File: src/rtl/esb_pkg.sv
package esb_pkg;

  typedef enum logic [2:0] {
    OP_LD_EOI,
    OP_LD_GET,
    OP_LD_SET,
    OP_ST_TRIG,
    OP_ST_EOI,
    OP_ST_INJ,
    OP_ST_BAD
  } esb_op_e;

  localparam int unsigned OFF_W = 12;

  typedef struct packed {
    logic       ntf;
    logic [1:0] pq;
  } pq_res_t;

  // P = bit 1, Q = bit 0
  function automatic pq_res_t pq_trigger(logic [1:0] pq);
    pq_res_t r;
    unique case (pq)
      2'b00:   r = '{ntf: 1'b1, pq: 2'b10};
      2'b01:   r = '{ntf: 1'b0, pq: 2'b01};
      default: r = '{ntf: 1'b0, pq: 2'b11};
    endcase
    return r;
  endfunction

  function automatic pq_res_t pq_eoi(logic [1:0] pq);
    pq_res_t r;
    if (pq[0]) r = '{ntf: 1'b1, pq: 2'b10};
    else       r = '{ntf: 1'b0, pq: 2'b00};
    return r;
  endfunction

endpackage

File: src/rtl/esb_page_decode.sv
module esb_page_decode
  import esb_pkg::*;
#(
  parameter int unsigned ADDR_W     = 24,
  parameter int unsigned PAGE_SHIFT = 16,
  localparam int unsigned IDX_W     = ADDR_W - PAGE_SHIFT - 1
) (
  input  logic [ADDR_W-1:0] addr_i,
  input  logic              write_i,
  output logic [IDX_W-1:0]  idx_o,
  output logic              esc_o,
  output esb_op_e           op_o,
  output logic [1:0]        set_val_o
);

  logic [OFF_W-1:0] off;

  assign off       = addr_i[OFF_W-1:0];
  assign idx_o     = addr_i[ADDR_W-1:PAGE_SHIFT+1];
  assign esc_o     = addr_i[PAGE_SHIFT];
  assign set_val_o = off[9:8];

  // bits between the 4 KB offset and the page bit carry no meaning
  generate
    if (PAGE_SHIFT > OFF_W) begin : g_mid
      logic unused_mid;
      assign unused_mid = ^addr_i[PAGE_SHIFT-1:OFF_W];
    end
  endgenerate

  logic unused_off;
  assign unused_off = ^off[7:0];

  always_comb begin
    if (!write_i) begin
      unique case (off[11:10])
        2'b00, 2'b01: op_o = OP_LD_EOI;
        2'b10:        op_o = OP_LD_GET;
        default:      op_o = OP_LD_SET;
      endcase
    end else begin
      unique case (off[11:10])
        2'b00:   op_o = OP_ST_TRIG;
        2'b01:   op_o = OP_ST_EOI;
        2'b10:   op_o = OP_ST_INJ;
        default: op_o = OP_ST_BAD;
      endcase
    end
  end

endmodule

File: src/rtl/esb_pq_engine.sv
module esb_pq_engine
  import esb_pkg::*;
(
  input  esb_op_e    op_i,
  input  logic       esc_i,
  input  logic [1:0] set_val_i,
  input  logic [1:0] cur_pq_i,
  output logic [1:0] new_pq_o,
  output logic [1:0] ld_val_o,
  output logic       ntf_o,
  output logic       err_o
);

  pq_res_t trig_r, eoi_r;

  assign trig_r = pq_trigger(cur_pq_i);
  assign eoi_r  = pq_eoi(cur_pq_i);

  always_comb begin
    new_pq_o = cur_pq_i;
    ld_val_o = 2'b00;
    ntf_o    = 1'b0;
    err_o    = 1'b0;
    unique case (op_i)
      OP_LD_EOI: begin
        new_pq_o = eoi_r.pq;
        ld_val_o = {1'b0, eoi_r.ntf};
      end
      OP_LD_GET: ld_val_o = cur_pq_i;
      OP_LD_SET: begin
        new_pq_o = set_val_i;
        ld_val_o = cur_pq_i;
      end
      OP_ST_TRIG: begin
        new_pq_o = trig_r.pq;
        ntf_o    = trig_r.ntf;
      end
      OP_ST_EOI: begin
        new_pq_o = eoi_r.pq;
        ntf_o    = eoi_r.ntf;
      end
      OP_ST_INJ: begin
        // inject is meaningless on the escalation pair
        err_o = esc_i;
        ntf_o = !esc_i;
      end
      default: err_o = 1'b1;
    endcase
  end

endmodule

File: src/rtl/esb_page_ctrl.sv
module esb_page_ctrl
  import esb_pkg::*;
#(
  parameter int unsigned ADDR_W     = 24,
  parameter int unsigned PAGE_SHIFT = 16,
  parameter int unsigned DATA_W     = 64,
  localparam int unsigned IDX_W     = ADDR_W - PAGE_SHIFT - 1
) (
  input  logic              clk_i,
  input  logic              rst_ni,
  input  logic              req_valid_i,
  input  logic              req_write_i,
  input  logic [ADDR_W-1:0] req_addr_i,
  output logic [IDX_W-1:0]  desc_idx_o,
  input  logic              desc_valid_i,
  input  logic [1:0]        desc_note_pq_i,
  input  logic [1:0]        desc_esc_pq_i,
  output logic              desc_we_o,
  output logic              desc_wr_esc_o,
  output logic [1:0]        desc_wr_pq_o,
  output logic              rsp_valid_o,
  output logic              rsp_err_o,
  output logic [DATA_W-1:0] rsp_rdata_o,
  output logic              notify_o,
  output logic [IDX_W-1:0]  notify_idx_o,
  output logic              notify_esc_o
);

  esb_op_e     op;
  logic        esc;
  logic [1:0]  set_val;
  logic [1:0]  cur_pq, new_pq, ld_val;
  logic        eng_ntf, eng_err, err;
  logic [DATA_W-1:0] rdata_d;

  esb_page_decode #(
    .ADDR_W     (ADDR_W),
    .PAGE_SHIFT (PAGE_SHIFT)
  ) u_dec (
    .addr_i    (req_addr_i),
    .write_i   (req_write_i),
    .idx_o     (desc_idx_o),
    .esc_o     (esc),
    .op_o      (op),
    .set_val_o (set_val)
  );

  assign cur_pq = esc ? desc_esc_pq_i : desc_note_pq_i;

  esb_pq_engine u_eng (
    .op_i      (op),
    .esc_i     (esc),
    .set_val_i (set_val),
    .cur_pq_i  (cur_pq),
    .new_pq_o  (new_pq),
    .ld_val_o  (ld_val),
    .ntf_o     (eng_ntf),
    .err_o     (eng_err)
  );

  assign err           = eng_err || !desc_valid_i;
  assign desc_we_o     = req_valid_i && !err && (new_pq != cur_pq);
  assign desc_wr_esc_o = esc;
  assign desc_wr_pq_o  = new_pq;

  always_comb begin
    rdata_d = '0;
    if (!req_write_i) begin
      if (err) rdata_d = '1;
      else     rdata_d[1:0] = ld_val;
    end
  end

  always_ff @(posedge clk_i or negedge rst_ni) begin
    if (!rst_ni) begin
      rsp_valid_o  <= 1'b0;
      rsp_err_o    <= 1'b0;
      rsp_rdata_o  <= '0;
      notify_o     <= 1'b0;
      notify_idx_o <= '0;
      notify_esc_o <= 1'b0;
    end else begin
      rsp_valid_o <= req_valid_i;
      notify_o    <= req_valid_i && !err && eng_ntf;
      if (req_valid_i) begin
        rsp_err_o    <= err;
        rsp_rdata_o  <= rdata_d;
        notify_idx_o <= desc_idx_o;
        notify_esc_o <= esc;
      end
    end
  end

endmodule

File: config.mk
export PLATFORM = sky130hd
export DESIGN_NAME = esb_page_ctrl
export DESIGN_NICKNAME = d
export VERILOG_FILES = /design/src/rtl/esb_pkg.sv /design/src/rtl/esb_page_decode.sv /design/src/rtl/esb_pq_engine.sv /design/src/rtl/esb_page_ctrl.sv
export SDC_FILE = /design/constraint.sdc
export NUM_CORES = 1
export LEC_CHECK = 0
export ABC_CLOCK_PERIOD_IN_PS = 1900
export BUFFER_PORTS_ARGS = -buffer_cell sky130_fd_sc_hd__buf_2
export CAP_MARGIN = 25
export CORE_MARGIN = 4
export CORE_UTILIZATION = 39
export DETAILED_ROUTE_END_ITERATION = 6
export PLACE_DENSITY = 0.82
export SLEW_MARGIN = 20
export SYNTH_ARGS = -nofsm -noshare
export SYNTH_HDL_FRONTEND = slang
export SYNTH_SLANG_ARGS = --single-unit
File: constraint.sdc
create_clock -name clk_i -period 1.9 [get_ports clk_i]
set_input_delay 0.285 -clock clk_i [delete_from_list [all_inputs] [get_ports clk_i]]
set_output_delay 0.285 -clock clk_i [all_outputs]
set_load 0.005 [all_outputs]
After elaboration in Yosys (flattened, before gate mapping)
Cells that the tools add are included.
- bits in registers: 75
- latch bits: 0
- bits in writable memories: 0
- bits in read-only memories: 0
- input port bits: 33
- memories kept: 0
- $add $sub $neg: 0
- multipliers: 0
- divide/modulo/power cells: 0
- magnitude comparators: 0
- equality and inequality tests: 9
- shifts and indexed selects: 0
- multiplexer cells: 13
- bitwise logic cells: 0
- reduce and logical (&&, ||, !) cells: 14
- operator list (cell ; count):
    $mux 64 ; 1
    $mux 62 ; 1
    $pmux 3 s3 ; 1
    $pmux 2 s2 ; 2
    $eq 3x2->1 const B ; 2
    $eq 3x3->1 const B ; 2
    $mux 3 ; 2
    $pmux 2 s3 ; 1
    $pmux 3 s2 ; 1
    $reduce_or 2->1 ; 3
    $reduce_or 5->1 ; 1
    $eq 2x1->1 const B ; 2
    $logic_not 2->1 ; 2
    $mux 2 ; 2
    $eq 3x1->1 const B ; 1
    $logic_and 1x1->1 ; 3
    $logic_not 1->1 ; 3
    $logic_not 3->1 ; 1
    $pmux 1 s3 ; 1
    $eq 2x2->1 const B ; 1
    $ne 2x2->1 ; 1
    $pmux 1 s2 ; 1
    $logic_or 1x1->1 ; 1

Depth between registers and ports, before layout
Gate-level depths: netlist (run 1).
- depth in word-level cells: 11
- gate-level depth with buffers: 7
- depth with buffers taken out: 6

Cells and area by module
From an unflattened synthesis (run 1), not the netlist that was laid out.
- cell total of the unflattened synthesis: 148
- area, all modules: 1355.0 um^2
- modules (own cells, without submodules) (module ; instances ; cells each ; area an instance (um^2) ; sequential area each (um^2)):
    esb_page_ctrl ; 1 ; 101 ; 1031.0 ; 350.3
    esb_page_decode ; 1 ; 24 ; 185.2 ; 0.0
    esb_pq_engine ; 1 ; 23 ; 138.9 ; 0.0

Worst setup path before layout (run 1)
Ideal clock, no wire load.
- path kind: register to output
- start: register rsp_rdata_o[62] (netlist name)
- end: output port rsp_rdata_o[10]
- arrival: 1.507 ns
- data required time: 1.615 ns
- path slack: 0.108 ns
- cell stages (with the launch flop): 2
- buffers on the path: 1
- cells stage by stage: dfrtp_1 > buf_4
- RTL lines (item ; line ; text):
    end: declaration ; esb_page_ctrl.sv:23 ; output logic [DATA_W-1:0] rsp_rdata_o,

Worst setup path in the final report (run 1)
- start: input port req_addr_i[11]
- end: output port desc_we_o
- longest elaborated chain between the ends: 11
- RTL lines (item ; line ; text):
    start: declaration ; esb_page_ctrl.sv:13 ; input logic [ADDR_W-1:0] req_addr_i,
    $eq 2x1->1 or $logic_not 2->1 (tied branches) ; esb_page_decode.sv:36, esb_page_decode.sv:42 ;
    $reduce_or 2->1 ; esb_page_decode.sv:36 ; unique case (off[11:10])
    $pmux 2 s2 ; esb_page_decode.sv:36 ;
    $mux 3 * ; esb_page_decode.sv:35 ; if (!write_i) begin
    $eq 3x1->1 (tied with other cells) ; esb_pq_engine.sv:24 ; unique case (op_i)
    $reduce_or 5->1 (no line) ; - ;
    $pmux 1 s2 ; esb_pq_engine.sv:24 ;
    $logic_or 1x1->1 ; esb_page_ctrl.sv:61 ; assign err = eng_err || !desc_valid_i;
    $logic_not 1->1 ; esb_page_ctrl.sv:62 ; assign desc_we_o = req_valid_i && !err && (new_pq != cur_pq);
    $logic_and 1x1->1 ; esb_page_ctrl.sv:62 ;
    $logic_and 1x1->1 * ; esb_page_ctrl.sv:62 ;
    end: declaration ; esb_page_ctrl.sv:18 ; output logic desc_we_o,
Mark *: on every way between the ends. The rest lies on a longest branch, timed or not.

==> results of run 1 <==
[sequential cells by signal (all words and copies together), names as in the netlist]
register	flops
notify_esc_o	1
rsp_err_o	1
notify_idx_o	7
rsp_rdata_o	3
notify_o	1
rsp_valid_o	1
[synth_stat cells]
| master | number |
|---|---|
| or3_1 | 1 |
| and3b_1 | 2 |
| mux2i_1 | 1 |
| mux2i_2 | 2 |
| o32ai_1 | 1 |
| a22o_2 | 1 |
| o21a_1 | 1 |
| mux2_2 | 11 |
| ha_1 | 3 |
| a21oi_1 | 6 |
| dfrtp_1 | 14 |
| o31a_1 | 1 |
| a211oi_1 | 1 |
| nand2_1 | 4 |
| nor2_1 | 3 |
| a22oi_1 | 1 |
| nand3b_1 | 3 |
| o21bai_1 | 1 |
| buf_2 | 1 |
| a21o_1 | 1 |
| o22ai_1 | 1 |
| buf_6 | 1 |
| mux2_1 | 2 |
| nor4b_1 | 1 |
| buf_4 | 71 |
| o211ai_1 | 2 |
| nand2b_1 | 1 |
| inv_1 | 4 |
| and4bb_1 | 2 |
| a2111oi_4 | 1 |
| a31oi_1 | 1 |
| o21ai_1 | 1 |
[cells by family (layout without fill, tap and decap cells)]
group | count (synthesis) | after routing
fa+ha+maj | 3 | 3
compound gates | 20 | 20
simple gates | 17 | 17
flops | 14 | 14
mux | 16 | 16
buf+inv | 77 | 126
[final timing paths]
check,to,slack [ps]
hold / removal,notify_idx_o[5],250
setup / recovery,desc_we_o,-30
hold reg to reg,rsp_err_o,500
min in group asynchronous,notify_esc_o,420
max in group asynchronous,notify_idx_o[1],1250
setup reg to reg,rsp_rdata_o[0],1140
[placed cells by master (no fill, tap or decap), drive strengths merged, types with 3 or more instances in the layout]
master	Yosys	final
buf	73	117
dfrtp	14	14
mux2	13	13
a21oi	6	6
nand2	4	4
clkbuf	0	4
inv	4	4
nor2	3	3
nand3b	3	3
mux2i	3	3
ha	3	3
[stage by stage]
step	setup slack [ps]	util (%)
floorplan	108	-
global placement	-85.4	44.4
detailed placement	-117	44.4
CTS	9.33	48.1
global route	-67.5	48.1
finish	-34.4	48.1
[where the power goes]
group | switching, mW | leakage, nW | internal (mW) | total, mW
Clock | 0.0943 | 0.0210 | 0.116 | 0.211
Combinational | 0.180 | 0.742 | 0.201 | 0.382
Sequential | 0.0123 | 0.168 | 0.325 | 0.337
[final cells by class]
class	count	area, um2	share of cell area (%)
Sequential cell	14	350	21.3
Inverter	4	17.5	1.07
Multi-Input combinational cell	56	543	33.0
Timing Repair Buffer	118	639	38.9
Clock buffer	4	36.3	2.21
Tap cell	46	57.6	3.50
[layer usage]
metal  vias to the layer above  part of all wire [%]
li1                        526                     -
met3                         4                    16
met2                        83                    47
met5                         -                     0
met1                       491                    36
met4                         0                  0.79
[timing repair]
item | CTS | global route
hold buffers | 1 | 0
pin swaps | 7 | 0
endpoints found under the hold margin | 14 | 0
resized for setup | 18 | 0
setup endpoints to repair | 3 | 3
setup buffers | 1 | 0
==> impl_metrics.yaml, run 1 <==
global_routing:
  antenna_found_initial: 0
  grt_usage_pct: 11.3
  gr-usage-met1_pct: 12.9
  grt_first_pass_wirelength_um: 3970
  met3_usage_pct: 3.28
  use_met2_pct: 19.7
  grt_max_degree: 63
  grt_pass1_vias: 907
  top_usage_layer: "met2"
  overflow: 0
drt:
  via_per_inst: 4.56
  routedWlPerCell_um: 12.0
  drc: 0
  first_pass_iters: 5
  drt-total-wl_um: 2920
  num_vias: 1104
  drt_iter0_drc: 28
  drtAntennaViolNets: 0
logic_synthesis:
  synthesis.nets: 183
  yosys.area.top_type: "buf_4"
  yosysWarnings: 0
  synth_xor_area_share_pct: 0
  synth.area.top_cells: "buf_4 38%, dfrtp_1 25%, mux2_2 8.8%, ha_1 2.7%, a21oi_1 2.1%"
  synth-compound-area-share_pct: 11.1
  yosys.area_share.adder_pct: 2.67
  avgSynthCellArea_um2: 9.55
  synth_top_area_share_pct: 38.0
  synth_top_family_by_area: "buffers and inverters"
  synth.area.mux_share_pct: 13.1
  synth_area_mm2: 0.00140
  seq_area_frac_synth_pct: 25.0
  synth-simple-area-share_pct: 8.02
  synth_cell_type_count: 32
  ys_seq_elements: 14
  syn_inst: 147
worst_setup_path:
  path_delay_family: "simple AND/OR/NAND/NOR gates"
  rr_startpoint: "rsp_rdata_o[0]"
  max_stage_delay_ps: 280
  crit_fanout: 5
  startpoint: "req_addr_i[11]"
  worstPathArrival_ps: 1650
  crit_buf_inv: 3
  critical_path_class: "in2out"
  required_ps: 1620
  worstSetupPathDepth: 8
  crit_path_start_kind: "input port"
  cp-end-kind: "primary output"
  rr_worst_depth: 1
  crit_slowest_cell: "ha_4"
  path_cells: "buf_8 -> inv_2 -> ha_4 -> and3b_1 -> nor4b_2 -> o32ai_2 -> a31oi_1 -> buf_2"
placement:
  dp.final_hpwl_um: 2390
  numPortBuffers: 106
  placed_cell_area_mm2: 0.00152
  dp_cells: 236
  globalplace.congestion: 0.783
floorplan:
  pin_count: 119
  rows: 21
  fp.dieW_um: 68.0
  die_y_um: 68.0
  core_region_area_mm2: 0.00342
  die-area_mm2: 0.00462
  start_util_pct: 41.1
flow_run:
  maxCapViolations: 0
min_path:
  hold_depth: 2
  worstHoldPathType: "in2reg"
  min-delay-start: "req_addr_i[22]"
cts:
  clockBufferDepth: 2
  cts-root-buf: "clkbuf_4"
  cts_buffers: 3
  ctsHtreeMaxLevel: 1
  worstSkewPairLatency_ps: 270
  cts_tree: "done"
  clock-sinks: 14
  path_clk_slew_ps: 80
status:
  status: "finished, violations left"
  violations: "setup timing"
final_layout:
  drive_gt1_share_pct: 74.5
  fillCellCount: 326
  syn2layout_area_growth_pct: 17.1
  diodes: 0
  layout.nets: 233
  final_area_mm2: 0.00164
  stdcell_count: 242
pwr:
  leakagePower_nw: 0.931
  peakVddDrop_v: 0.000398
  p_total_uw: 930
  p_per_area_mw_per_mm2: 565
sta:
  whs_ps: 253
  layout_worst_path_cycle_share_pct: 102
  slew_headroom_pct: 72.6
  hold_viol: 0
  setup_tns_ps: -34.5
  fin_skew_ps: 0
  grt_setup_unrepaired: "yes"
  tightest_slew_ps: 403
  setup_viol: 2
  post-route-min-period_ps: 1930
  fmax_mhz: 517
  drv_slew: 0
  setup_slack_ps: -34.4
Note: power is estimated with default switching activity, not from simulation.
==> run 2, diff against run 1 <==
--- a/config.mk
+++ b/config.mk
@@ -9,9 +9,9 @@
 export BUFFER_PORTS_ARGS = -buffer_cell sky130_fd_sc_hd__buf_2
 export CAP_MARGIN = 25
 export CORE_MARGIN = 4
-export CORE_UTILIZATION = 39
+export CORE_UTILIZATION = 35
 export DETAILED_ROUTE_END_ITERATION = 6
-export PLACE_DENSITY = 0.82
+export PLACE_DENSITY = 0.74
 export SLEW_MARGIN = 20
 export SYNTH_ARGS = -nofsm -noshare
 export SYNTH_HDL_FRONTEND = slang
==> impl_metrics.yaml, run 2 (synthesis results as in run 1) <==
status:
  status: "finished, violations left"
  violations: "setup timing"
floorplan:
  fp.dieW_um: 71.3
  rows: 22
  core_region_area_mm2: 0.00377
  start_util_pct: 37.2
  die_y_um: 71.3
  die-area_mm2: 0.00509
  pin_count: 119
cts:
  clockBufferDepth: 2
  cts_setup_buffers: 0
  cts-root-buf: "clkbuf_8"
  path_clk_slew_ps: 50
  clock-sinks: 14
  ctsHtreeMaxLevel: 1
  cts_buffers: 3
  worstSkewPairLatency_ps: 240
  cts_tree: "done"
pwr:
  p_int_uw: 667
  clockPowerShare_pct: 24.3
  p_total_uw: 950
  pwr-share-seq_pct: 35.6
  leakagePower_nw: 0.932
  power.switching_uw: 283
  pwr-share-comb_pct: 40.1
  peakVddDrop_v: 0.000419
  sw_frac_of_total_pct: 29.8
  p_per_area_mw_per_mm2: 575
final_layout:
  diodes: 0
  register_area_um2: 350
  layout_commonest_cell: "buf_2"
  final_cell_mix: "104 x buf_2, 14 x dfrtp_1, 11 x mux2_2"
  fin_util_pct: 43.8
  layout.nets: 231
  fillCellCount: 369
  stdcell_count: 241
  multi_input_comb_area_um2: 556
  top_regs: "notify_idx_o x7, rsp_rdata_o x3"
  top_register: "notify_idx_o"
  syn2layout_area_growth_pct: 17.6
  drive_gt1_share_pct: 75.1
  largest_register_ffs: 7
sta:
  drv_slew: 0
  setup_viol: 1
  tightest_slew_ps: 368
  setup_slack_ps: -6.49
  post-route-min-period_ps: 1910
  fin_skew_ps: 0
  layout_worst_path_cycle_share_pct: 100
  slew_headroom_pct: 75.0
  grt_setup_unrepaired: "yes"
  fmax_mhz: 525
  hold_viol: 0
flow_run:
  maxCapViolations: 0
min_path:
  hold_depth: 2
  holdPathEnd: "notify_idx_o[2]"
  worstHoldPathType: "in2reg"
  min-delay-start: "req_addr_i[19]"
global_routing:
  grt_max_degree: 63
  antenna_found_initial: 0
  grt_pass1_vias: 936
  grt_first_pass_wirelength_um: 4140
  overflow: 0
  grt_usage_pct: 9.76
drt:
  drt_iter0_drc: 13
  drtAntennaViolNets: 0
  drt-total-wl_um: 2740
  via_per_inst: 4.51
  drc: 0
  routedWlPerCell_um: 11.3
  first_pass_iters: 3
  num_vias: 1086
placement:
  dp.final_hpwl_um: 2220
  dp_cells: 237
  globalplace.congestion: 0.923
  numPortBuffers: 106
worst_setup_path:
  critical_path_class: "in2out"
  rrSetupSlack_ps: 1150
  worstPathArrival_ps: 1620
  max_stage_delay_ps: 310
  rr_startpoint: "notify_idx_o[5]"
  crit_slowest_cell: "or3_1"
  path_cells: "buf_8 -> inv_4 -> ha_4 -> and3b_2 -> a21o_1 -> or3_1 -> o31a_1 -> buf_2"
  required_ps: 1620
  rr_worst_depth: 1
  r2r_end: "notify_idx_o[5]"
  crit_fanout: 5
  crit_path_start_kind: "input port"
  cp-end-kind: "primary output"
[run 2: area by class of cell]
type / instances / share of cell area (%)
clock buffers: 3 / 2.50
inverters: 4 / 1.21
multi-input cells: 56 / 33.6
flip-flops and latches: 14 / 21.2
well taps: 48 / 3.64
repair buffers: 116 / 37.8
[run 2: stage by stage]
stage | hold slack [ps] | setup slack, ps | area (um2) | TNS, ps
4_1_cts | 282 | 4.27 | 1630 | 0
6_report | 288 | -6.49 | 1650 | -6.49
2_1_floorplan | -10.6 | 108 | 1400 | 0
3_5_place_dp | 198 | -104 | 1510 | -280
3_3_place_gp | 194 | -96.6 | 1510 | -271
5_1_grt | 292 | -68.0 | 1650 | -164
[run 2: worst max-delay path by stage]
stage / from / end / cells after the start
after floorplan: rsp_rdata_o[62] / rsp_rdata_o[10] / 1
after global placement: req_addr_i[11] / desc_wr_pq_o[1] / 8
after detailed placement: req_addr_i[11] / desc_wr_pq_o[1] / 8
after CTS: req_addr_i[11] / desc_wr_pq_o[1] / 8
after global routing: req_addr_i[11] / desc_wr_pq_o[1] / 8
final: req_addr_i[11] / desc_wr_pq_o[1] / 8
[run 2: worst max-delay path: cells and delay by family]
| kind | cells | cell delay, ps |
|---|---|---|
| simple gates | 2 | 540 |
| buf+inv | 3 | 250 |
| fa+ha+maj | 1 | 270 |
| compound gates | 2 | 280 |
[run 2: metal layers]
layer	global-route usage, %	share of wire [%]	vias to the layer above
met1	12.0	38	485
met3	2.52	16	2
met2	16.9	47	77
li1	-	-	522
met4	2.51	0.22	0
met5	0	0	-
[run 2: repair_timing]
action | in CTS | in global routing
hold endpoints to repair | 14 | 0
pin swaps | 8 | 4
setup endpoints to repair | 3 | 3
gates resized for setup | 18 | 3
hold buffers | 1 | 0
[run 2: power groups by stage]
stage               Sequential (mW)  Combinational [mW]  Clock [mW]
detailed placement            0.344               0.362           0
finish                        0.339               0.381       0.231
CTS                           0.339               0.381       0.244
global placement              0.342               0.359           0
floorplan                     0.368               0.307           0
global route                  0.342               0.422       0.256
==> run 3, diff against run 2 <==
--- a/config.mk
+++ b/config.mk
@@ -9,9 +9,9 @@
 export BUFFER_PORTS_ARGS = -buffer_cell sky130_fd_sc_hd__buf_2
 export CAP_MARGIN = 25
 export CORE_MARGIN = 4
-export CORE_UTILIZATION = 35
+export CORE_UTILIZATION = 39
 export DETAILED_ROUTE_END_ITERATION = 6
-export PLACE_DENSITY = 0.74
+export PLACE_DENSITY = 0.82
 export SLEW_MARGIN = 20
 export SYNTH_ARGS = -nofsm -noshare
 export SYNTH_HDL_FRONTEND = slang
==> constraint.sdc (replaced) <==
create_clock -name clk_i -period 1.9 [get_ports clk_i]
set_input_delay 0.38 -clock clk_i [delete_from_list [all_inputs] [get_ports clk_i]]
set_output_delay 0.38 -clock clk_i [all_outputs]
set_load 0.005 [all_outputs]
==> impl_metrics.yaml, run 3 (synthesis results as in run 1) <==
status:
  status: "finished, violations left"
  violations: "setup timing"
cts:
  path_clk_slew_ps: 80
  cts_tree: "done"
  ctsHtreeMaxLevel: 1
  clock-sinks: 14
  cts-root-buf: "clkbuf_4"
  clockBufferDepth: 2
  worstSkewPairLatency_ps: 270
  cts_buffers: 3
final_layout:
  top_register: "notify_idx_o"
  top_regs: "notify_idx_o x7, rsp_rdata_o x3"
  final_cell_mix: "104 x buf_2, 17 x buf_4, 14 x dfrtp_1"
  layout_commonest_cell: "buf_2"
  drive_gt1_share_pct: 76.2
  largest_register_ffs: 7
  syn2layout_area_growth_pct: 21.2
  diodes: 0
  layout.nets: 239
  fin_util_pct: 49.8
worst_setup_path:
  crit_buf_inv: 2
  worstPathArrival_ps: 1700
  required_ps: 1520
  critical_path_class: "in2out"
  crit_fanout: 3
  max_stage_delay_ps: 260
  crit_path_start_kind: "input port"
  crit_slowest_cell: "o32ai_2"
  path_delay_family: "compound AO/OA/AOI/OAI gates"
  cp-end-kind: "primary output"
  path_cells: "buf_8 -> ha_2 -> and4bb_2 -> a22o_2 -> o32ai_2 -> a31oi_1 -> buf_2"
sta:
  tightest_slew_ps: 368
  grt_setup_unrepaired: "yes"
  fmax_mhz: 480
  fin_skew_ps: 0
  setup_slack_ps: -183
  slew_headroom_pct: 75.0
  hold_viol: 0
  setup_viol: 3
  drv_slew: 0
  setup_tns_ps: -494
  layout_worst_path_cycle_share_pct: 110
  post-route-min-period_ps: 2080
placement:
  numPortBuffers: 106
  dp.final_hpwl_um: 2300
  globalplace.congestion: 0.862
global_routing:
  grt_usage_pct: 11.4
  grt_max_degree: 63
  met3_usage_pct: 3.45
  gr-usage-met1_pct: 13.5
  antenna_found_initial: 0
  top_usage_layer: "met2"
  use_met2_pct: 19.6
  grt_pass1_vias: 911
  overflow: 0
  grt_first_pass_wirelength_um: 4080
floorplan:
  die-area_mm2: 0.00462
  fp.dieW_um: 68.0
  core_region_area_mm2: 0.00342
  start_util_pct: 41.1
  rows: 21
  pin_count: 119
  die_y_um: 68.0
drt:
  drc: 0
  first_pass_iters: 4
  num_vias: 1096
  drt_iter0_drc: 8
  drtAntennaViolNets: 0
  drt-total-wl_um: 2900
  routedWlPerCell_um: 11.7
  via_per_inst: 4.42
pwr:
  p_per_area_mw_per_mm2: 554
  p_total_uw: 943
  peakVddDrop_v: 0.000428
  leakagePower_nw: 0.962
min_path:
  worstHoldPathType: "in2reg"
flow_run:
  maxCapViolations: 0
==> run 3: cell types whose count changed in the layout (fill, tap and decap cells not counted), sizes merged <==
| cell | delta |
|---|---|
| buf | +8 |
| clkbuf | +1 |
==> run 3: cell type report <==
cell class                      instances  area [um2]
Fill cell                             329        1710
Timing Repair Buffer                  124         688
Multi-Input combinational cell         56         547
Sequential cell                        14         350
Tap cell                               46        57.6
Clock buffer                            4        36.3
Inverter                                4        22.5
==> run 3: routing by layer <==
metal	wire length (um)	share of wire, %
met1	1100	38
met2	1340	46
met3	467	16
met4	0	0
met5	0	0
==> run 3: final timing paths <==
check / start / end / slack, ps / cells after the start
setup / recovery: req_addr_i[10] / desc_we_o / -180 / 7
hold / removal: req_addr_i[18] / notify_idx_o[1] / 340 / 2
setup reg to reg: notify_idx_o[0] / notify_idx_o[0] / 1140 / 1
hold reg to reg: rsp_err_o / rsp_err_o / 490 / 1
max in group asynchronous: rst_ni / notify_o / 1140 / 2
min in group asynchronous: rst_ni / notify_idx_o[0] / 540 / 2
==> run 3: repair_timing <==
action                     in CTS  in global routing
pin swaps                      11                  1
hold endpoints to repair       14                  0
hold buffers                    1                  0
buffers inserted                1                  0
resized for setup              22                  0
setup endpoints to repair       3                  3
==> run 3: power by group <==
part           internal (mW)  switching [mW]  leakage, nW
clock network          0.116          0.0926       0.0210
registers              0.325          0.0130        0.168
logic                  0.212           0.184        0.774
total                  0.654           0.290        0.962
==> run 3: stage by stage <==
step / instance area (um2) / hold WS, ps / setup slack (ps) / cells
final: 1700 / 345 / -183 / 248
after global routing: 1700 / 346 / -239 / 248
after CTS: 1700 / 336 / -176 / 248
after detailed placement: 1560 / 287 / -299 / 242
after global placement: 1560 / 286 / -269 / 242
after floorplan: 1400 / 84.4 / 0.420 / 147
